[config.mk]
export PLATFORM = sky130hd
export DESIGN_NAME = sbb_port_engine
export DESIGN_NICKNAME = d
export VERILOG_FILES = /design/src/rtl/sbb_port_engine.sv
export SDC_FILE = /design/constraint.sdc
export NUM_CORES = 1
export LEC_CHECK = 0
export BUFFER_PORTS_ARGS = -buffer_cell sky130_fd_sc_hd__buf_2
export CAP_MARGIN = 20
export CORE_UTILIZATION = 35
export CTS_CLUSTER_DIAMETER = 50
export DETAILED_ROUTE_END_ITERATION = 12
export PLACE_DENSITY_LB_ADDON = 0.1
export SKIP_LAST_GASP = 1
export SLEW_MARGIN = 25
export SYNTH_ARGS = -nofsm -noshare
export SYNTH_HDL_FRONTEND = slang
export SYNTH_SLANG_ARGS = --single-unit
[constraint.sdc]
create_clock -name clk -period 3.65 [get_ports clk]
set_input_delay 0.5475 -clock clk [delete_from_list [all_inputs] [get_ports clk]]
set_output_delay 0.5475 -clock clk [all_outputs]
set_load 0.005 [all_outputs]
[src/rtl/sbb_port_engine.sv]
module sbb_port_engine #(
  parameter int DEPTH = 16,
  parameter int DIVW  = 16
) (
  input  logic            clk,
  input  logic            rst_n,
  input  logic            purge,
  input  logic [DIVW-1:0] rate_div,
  input  logic [7:0]      dir_mask,
  input  logic            in_valid,
  input  logic [7:0]      in_data,
  output logic            in_ready,
  output logic            out_valid,
  output logic [7:0]      out_data,
  input  logic            out_ready,
  input  logic [7:0]      pin_in,
  output logic [7:0]      pin_out,
  output logic [7:0]      pin_oe
);
  localparam int AW = $clog2(DEPTH);
  localparam int CW = AW + 1;
  localparam logic [CW-1:0] FULL = CW'(DEPTH);

  logic [7:0]      rx_mem [DEPTH];
  logic [7:0]      tx_mem [DEPTH];
  logic [AW-1:0]   rx_wp, rx_rp, tx_wp, tx_rp;
  logic [CW-1:0]   rx_cnt, tx_cnt;
  logic [DIVW-1:0] gap;
  logic [7:0]      sync1, sync2, drv, oe;

  assign in_ready  = rx_cnt != FULL;
  assign out_valid = tx_cnt != '0;
  assign out_data  = tx_mem[tx_rp];
  assign pin_out   = drv;
  assign pin_oe    = oe;

  wire rx_push = in_valid && in_ready && !purge;
  wire tx_pop  = out_valid && out_ready && !purge;
  wire step    = !purge && gap == '0 && rx_cnt != '0 && tx_cnt != FULL;

  always_ff @(posedge clk) begin
    if (!rst_n) begin
      sync1 <= 8'hFF;
      sync2 <= 8'hFF;
    end else begin
      sync1 <= pin_in;
      sync2 <= sync1;
    end
  end

  always_ff @(posedge clk) begin
    if (rx_push) rx_mem[rx_wp] <= in_data;
    if (step)    tx_mem[tx_wp] <= sync2;
  end

  always_ff @(posedge clk) begin
    if (!rst_n) begin
      rx_wp <= '0; rx_rp <= '0; rx_cnt <= '0;
      tx_wp <= '0; tx_rp <= '0; tx_cnt <= '0;
      gap <= '0; drv <= '0; oe <= '0;
    end else if (purge) begin
      rx_wp <= '0; rx_rp <= '0; rx_cnt <= '0;
      tx_wp <= '0; tx_rp <= '0; tx_cnt <= '0;
      gap <= '0;
    end else begin
      if (rx_push) rx_wp <= rx_wp + 1'b1;
      if (step) begin
        rx_rp <= rx_rp + 1'b1;
        tx_wp <= tx_wp + 1'b1;
        drv   <= rx_mem[rx_rp];
        oe    <= dir_mask;
        gap   <= rate_div;
      end else if (gap != '0) begin
        gap <= gap - 1'b1;
      end
      if (tx_pop) tx_rp <= tx_rp + 1'b1;
      rx_cnt <= rx_cnt + CW'(rx_push) - CW'(step);
      tx_cnt <= tx_cnt + CW'(step) - CW'(tx_pop);
    end
  end

  logic [DIVW:0]   since;
  logic [DIVW-1:0] last_rate;
  logic            armed;

  always_ff @(posedge clk) begin
    if (!rst_n || purge) begin
      since <= '0; last_rate <= '0; armed <= 1'b0;
    end else if (step) begin
      since <= '0; last_rate <= rate_div; armed <= 1'b1;
    end else if (since != '1) begin
      since <= since + 1'b1;
    end
  end

  p_spacing_r6: assert property (@(posedge clk) disable iff (!rst_n)
    step && armed |-> since >= {1'b0, last_rate});

  p_full_hold_r4: assert property (@(posedge clk) disable iff (!rst_n)
    tx_cnt == FULL && !out_ready |=> $stable(pin_out) && $stable(pin_oe));

  p_oe_at_step_r5: assert property (@(posedge clk) disable iff (!rst_n)
    !step |=> $stable(pin_oe));

  p_purge_empty_r7: assert property (@(posedge clk) disable iff (!rst_n)
    purge |=> !out_valid && in_ready);

  p_no_overflow_r2: assert property (@(posedge clk) disable iff (!rst_n)
    rx_cnt <= FULL && tx_cnt <= FULL);
endmodule

Word-level counts from Yosys, hierarchy flattened
Memory sizes are Yosys's and may differ from the RTL's. A register that Yosys moved wholly into a read port is not among the register bits.
Cells that the tools add are included.
{"block": "classes", "n_addsub": 9, "n_eq_ne": 2, "n_mux": 8, "bitwise": 2, "reduce_logical": 16}
{"op": "16-bit 2-to-1 mux", "n": 2}
{"op": "4-bit by 1-bit adder with 4-bit output, second input constant", "n": 4}
{"op": "16-bit zero test", "n": 1}
{"op": "16-bit nonzero test", "n": 1}
{"op": "16-bit by 1-bit subtractor with 16-bit output, second input constant", "n": 1}
{"op": "5-bit by 1-bit adder with 5-bit output", "n": 2}
{"op": "5-bit inequality test, second input constant", "n": 2}
{"op": "5-bit nonzero test", "n": 2}
{"op": "5-bit by 1-bit subtractor with 5-bit output", "n": 2}
{"op": "4-bit 2-to-1 mux", "n": 2}
{"op": "1-bit logical AND", "n": 7}
{"op": "1-bit 2-to-1 mux", "n": 4}
{"op": "1-bit zero test", "n": 2}
{"op": "1-bit NOT", "n": 2}
{"op": "2-bit AND reduction", "n": 1}
{"op": "2-bit nonzero test", "n": 1}
{"op": "2-bit OR reduction", "n": 1}
{"block": "totals", "register_bits": 66, "ram_bits": 256, "input_bits": 45, "out_inout_bits": 26, "wordCells": 49, "memories": 2}
{"name": "rx_mem", "depth": 16, "width": 8, "read_ports": 1, "rd_clocked_by_memory_dff": 1, "wr": 1, "line": "24", "rtl": "logic [7:0] rx_mem [DEPTH];"}
{"name": "tx_mem", "depth": 16, "width": 8, "read_ports": 1, "rd_clocked_by_memory_dff": 1, "wr": 1, "line": "25", "rtl": "logic [7:0] tx_mem [DEPTH];"}

Depth between registers and ports, before layout
{"block": "depth", "ltp_word": 6, "ltp_mapped": 18, "mapped_depth_nobuf": 16}

Least setup slack after synthesis
OpenSTA, ideal clock, no wires.
{"block": "synth_timing", "path_kind": "reg2reg", "start": "register rx_cnt[2]", "end": "register tx_cnt[4]", "setup_ns": 0.128, "arrival_time_ns": 2.940, "t_required_ns": 3.522, "setup_slack_ns": 0.582, "stages_incl_launch_ff": 17, "n_path_buf": 2, "period_less_slack_ns": 3.068, "cell_sequence": "dfxtp_1 > inv_1 > ha_1 > nor4b_1 > a311oi_4 > nand3_4 > buf_6 > clkbuf_1 > ha_1 > inv_1 > ha_1 > fa_1 > a21oi_1 > nor2_1 > nor2_1 > xnor2_1 > nor2_1"}
{"block": "synth_via", "elab_chain_len": 5}
{"item": "from (decl)", "line": "27", "rtl": "logic [CW-1:0] rx_cnt, tx_cnt;"}
{"item": "from (signal assigned)", "line": "77", "rtl": "rx_cnt <= rx_cnt + CW'(rx_push) - CW'(step);"}
{"item": "5-bit nonzero test", "line": "39", "rtl": "wire step = !purge && gap == '0 && rx_cnt != '0 && tx_cnt != FULL;"}
{"item": "1-bit logical AND (2 in series)", "line": "39"}
{"item": "5-bit by 1-bit adder with 5-bit output", "line": "78", "rtl": "tx_cnt <= tx_cnt + CW'(step) - CW'(tx_pop);"}
{"item": "5-bit by 1-bit subtractor with 5-bit output", "line": "78"}
{"item": "to (signal assigned)", "line": "78"}
{"item": "to (decl)", "line": "27"}
Every way passes these cells.
A chain may end at the register's enable or synchronous reset.

Worst setup path after layout
Ends and elaborated chain as after synthesis.

==> flow_summary_export.csv <==
group,metric,value,unit
status,status,"finished, final reports clean",
drt,wl_met2,15000,µm
sta,rsz0062_at_grt,"no",
die,chip_width,196,µm
sta,max_slew.worst_pin.slew,838,ps
grt,grt.total_usage,0.160,
pwr,power_per_cell_area,608,mW/mm²
sta,slew_violations,0,
die,design.die.area,0.0385,mm²
drt,first_pass_iters,5,
sta,finalHoldViolCount,0,
critical_path,rr_startpoint,"rx_cnt[2]",
synth,postSynthCellCount,788,
synth,netlist.area_leader.share,0.582,
critical_path,r2r_setup_slack,410,ps
drt,detail_route.wirelength.met1,13200,µm
cells_and_area,synthToLayoutAreaGrowth,16.8,%
critical_path,worstSetupEndpointType,"flop",
cells_and_area,drive_gt1_frac,0.251,
sta,fin_setup_tns,0,ps
min_path,hold_wc_path_type,"input port to flop",
clocking,htree_levels,2,
synth,cell_area_synth,0.0132,mm²
critical_path,critPathRequiredTime,4070,ps
sta,worst_slew_margin_rel,0.439,
sta,timing.final.crit_share,0.887,
clocking,cts_buffers,41,
grt,first_pass_grt_wire_length,46000,µm
clocking,clock-root-buffer,"clkbuf_16",
synth,post_synth_top_area_cell,"edfxtp_1",
critical_path,critical_path.startpoint_type,"flop",
drt,routed.top_layer,"met4",
drt,post_drt_wl_per_cell,21.2,µm
pwr,cellLeakagePower,5.12,nW
placed_design,routabilityCongestion,0.768,
drt,remaining_drc_errors,0,
grt,number_of_global_route_vias_before_repair,7564,
critical_path,worst-path-max-fanout,16,
placed_design,postPlaceCellArea,0.0142,mm²
pwr,power,9.38,mW
grt,gr-total-overflow,0,
clocking,post_cts_hold_buffer_count,0,
sta,peak_freq,0.309,GHz
sta,worst_clock_skew,23.2,ps
cells_and_area,seq_area,0.00925,mm²
synth,postSynthRegisterBits,334,
critical_path,critical_path_depth_in_cells,14,
clocking,post-cts-setup-buffers,0,
synth,number_of_synthesized_flops_with_an_enable_pin,256,
clocking,cts_max_path_bufs,3,
sta,final-setup-viol-count,0,
clocking,clock_sinks,334,
synth,synth_area_leaders,"edfxtp_1, mux4_2, dfxtp_1",
clocking,cts_tree,"done",
flow_run,number_of_violations_of_the_max_capacitance_limit,0,
synth,synth_fp_nets,859,
grt,number_of_antenna_violations_at_the_first_check_in_global_routing,0,
drt,finalWirelength,30000,µm
cells_and_area,multiInputGateArea,0.00369,mm²
clocking,clkSlewWorstSetupHoldPaths,60,ps
synth,netlist-cell-type-count,51,
clocking,clkLatencyLatePin,540,ps
die,core_region_area,0.0369,mm²
drt,route.detailed.vias_per_inst,4.98,
critical_path,timing_startpoint_of_the_critical_path,"rx_cnt[2]",
synth,synthTopCellsByCount,"edfxtp_1, dfxtp_1, mux4_2, nor2_1, nand2_1",
drt,route.vias.total,7044,
sta,period_minus_slack,3240,ps
drt,detail_route.iter0.violations,387,
die,io_pins,71,
critical_path,timing.reg2reg.worst_path_depth,14,
critical_path,crit_buf_inv,2,
cells_and_area,finish.instance_area,0.0154,mm²
sta,final.hold.worst_slack,196,ps
synth,synth.yosys.seq_area_share,0.701,
synth,async_sr_flop_fraction,0,
critical_path,timing.critical_path.to,"tx_cnt[4]",
clocking,postCtsResizedCells,0,
pwr,peakVddDrop,0.352,mV
drt,wl_met3,1200,µm
synth,synth.avg_cell_area,16.8,µm²
synth,synth_ff_type,"edfxtp_1",
die,initial_core_util,0.358,
cells_and_area,antenna_cells,0,
placed_design,dpl.hpwl,19900,µm
drt,postRouteAntennaNets,0,
die,die_height,196,µm
critical_path,crit_type,"flop to flop",
synth,yosysWarnings,0,
critical_path,crit_path_max_incr_delay,480,ps
critical_path,arrival,3660,ps
die,std_cell_rows,70,
critical_path,cp_top_family,"adder cells",
grt,grt_max_degree,40,
critical_path,cp_max_delay_cell,"a311oi_4",
placed_design,port-buffer-count,70,
synth,yosys.cell_count.top_type,"edfxtp_1",
critical_path,r2r-end,"tx_cnt[4]",
cells_and_area,finalNetCount,948,
critical_path,critical_path_cell_by_cell,"inv_1, ha_1, nor4b_1, a311oi_4, nand3_4, ha_1, inv_1, ha_1, fa_1, a21oi_1, nor2_1, nor2_1, xnor2_1, nor2_1",
cells_and_area,fillerInstances,3326,
-- layer usage --
metal,vias to the layer above,GRT usage
met2,155,0.276
met5,-,0
met4,0,0.0457
met3,40,0.0263
li1,3244,-
met1,3605,0.209
-- power by group --
group / switching (mW) / total (mW) / internal (mW)
clock: 1.58 / 3.80 / 2.22
combinational: 0.731 / 1.25 / 0.519
sequential: 0.127 / 4.33 / 4.20
-- stage by stage --
step           setup slack (ps)  std cells   util
3_5_place_dp                379       1338  0.384
4_1_cts                     378       1414  0.418
5_1_grt                     123       1414  0.418
3_3_place_gp                518       1338  0.384
6_report                    413       1414  0.418
2_1_floorplan               582        788      -
-- worst min path at each step --
| stage | end | cells past startpoint | from | slack [ps] |
|---|---|---|---|---|
| final | sync1[1] | 2 | pin_in[1] | 200 |
| after floorplan | sync2[0] | 1 | sync1[0] | 390 |
| after global placement | sync2[0] | 1 | sync1[0] | 390 |
| after detailed placement | sync2[0] | 1 | sync1[0] | 400 |
| after CTS | sync1[1] | 2 | pin_in[1] | 180 |
| after global routing | sync1[1] | 2 | pin_in[1] | 180 |
-- layout by cell type, fill, tap and decap left out, types with 16 or more instances in the layout --
cell and n:
edfxtp_1 256, dfxtp_1 76, mux4_2 72, buf_2 70, nor2_1 55, nand2_1 42
clkbuf_16 42, ha_1 24, nand2b_1 20, a21oi_1 20, inv_1 19, a22o_1 16
-- area by class of cell --
cell class                      count  share of cell area
Timing Repair Buffer               87              0.0326
Multi-Input combinational cell    393               0.239
Inverter                           20             0.00487
Clock inverter                     22              0.0117
Tap cell                          504              0.0409
Clock buffer                       54              0.0710
Sequential cell                   334               0.600
-- flip-flops by register name (all words and copies together), names as in the netlist, named ones only --
register and count:
rx_rp 4, tx_rp 4, gap 16, pin_out 8, sync1 8, tx_wp 4
rx_wp 4, sync2 8, rx_cnt 5, tx_cnt 5, rx_mem 128, pin_oe 8
tx_mem 128
-- worst register-to-register path: cells and delay by family, from the launching register on --
kind	cells	cell delay, ps
AO/OA/AOI/OAI	2	660
XOR/XNOR	1	120
adder cells (fa/ha/maj)	4	1200
buffers and inverters	2	110
flip-flops	1	340
AND/OR/NAND/NOR	5	700
-- cells by family (layout without fill, tap and decap cells) --
kind of cell               after synthesis  after routing  synth area share
DFF                                    334            334             0.701
and+or+nand+nor                        191            191            0.0730
AOI/OAI and AO/OA                       84             84            0.0447
muxes                                   72             72             0.123
buffers and inverters                   61            183            0.0199
adders and majority gates               26             26            0.0258
xor gates and xnor gates                20             20            0.0133
(Power assumes the default switching activity.)
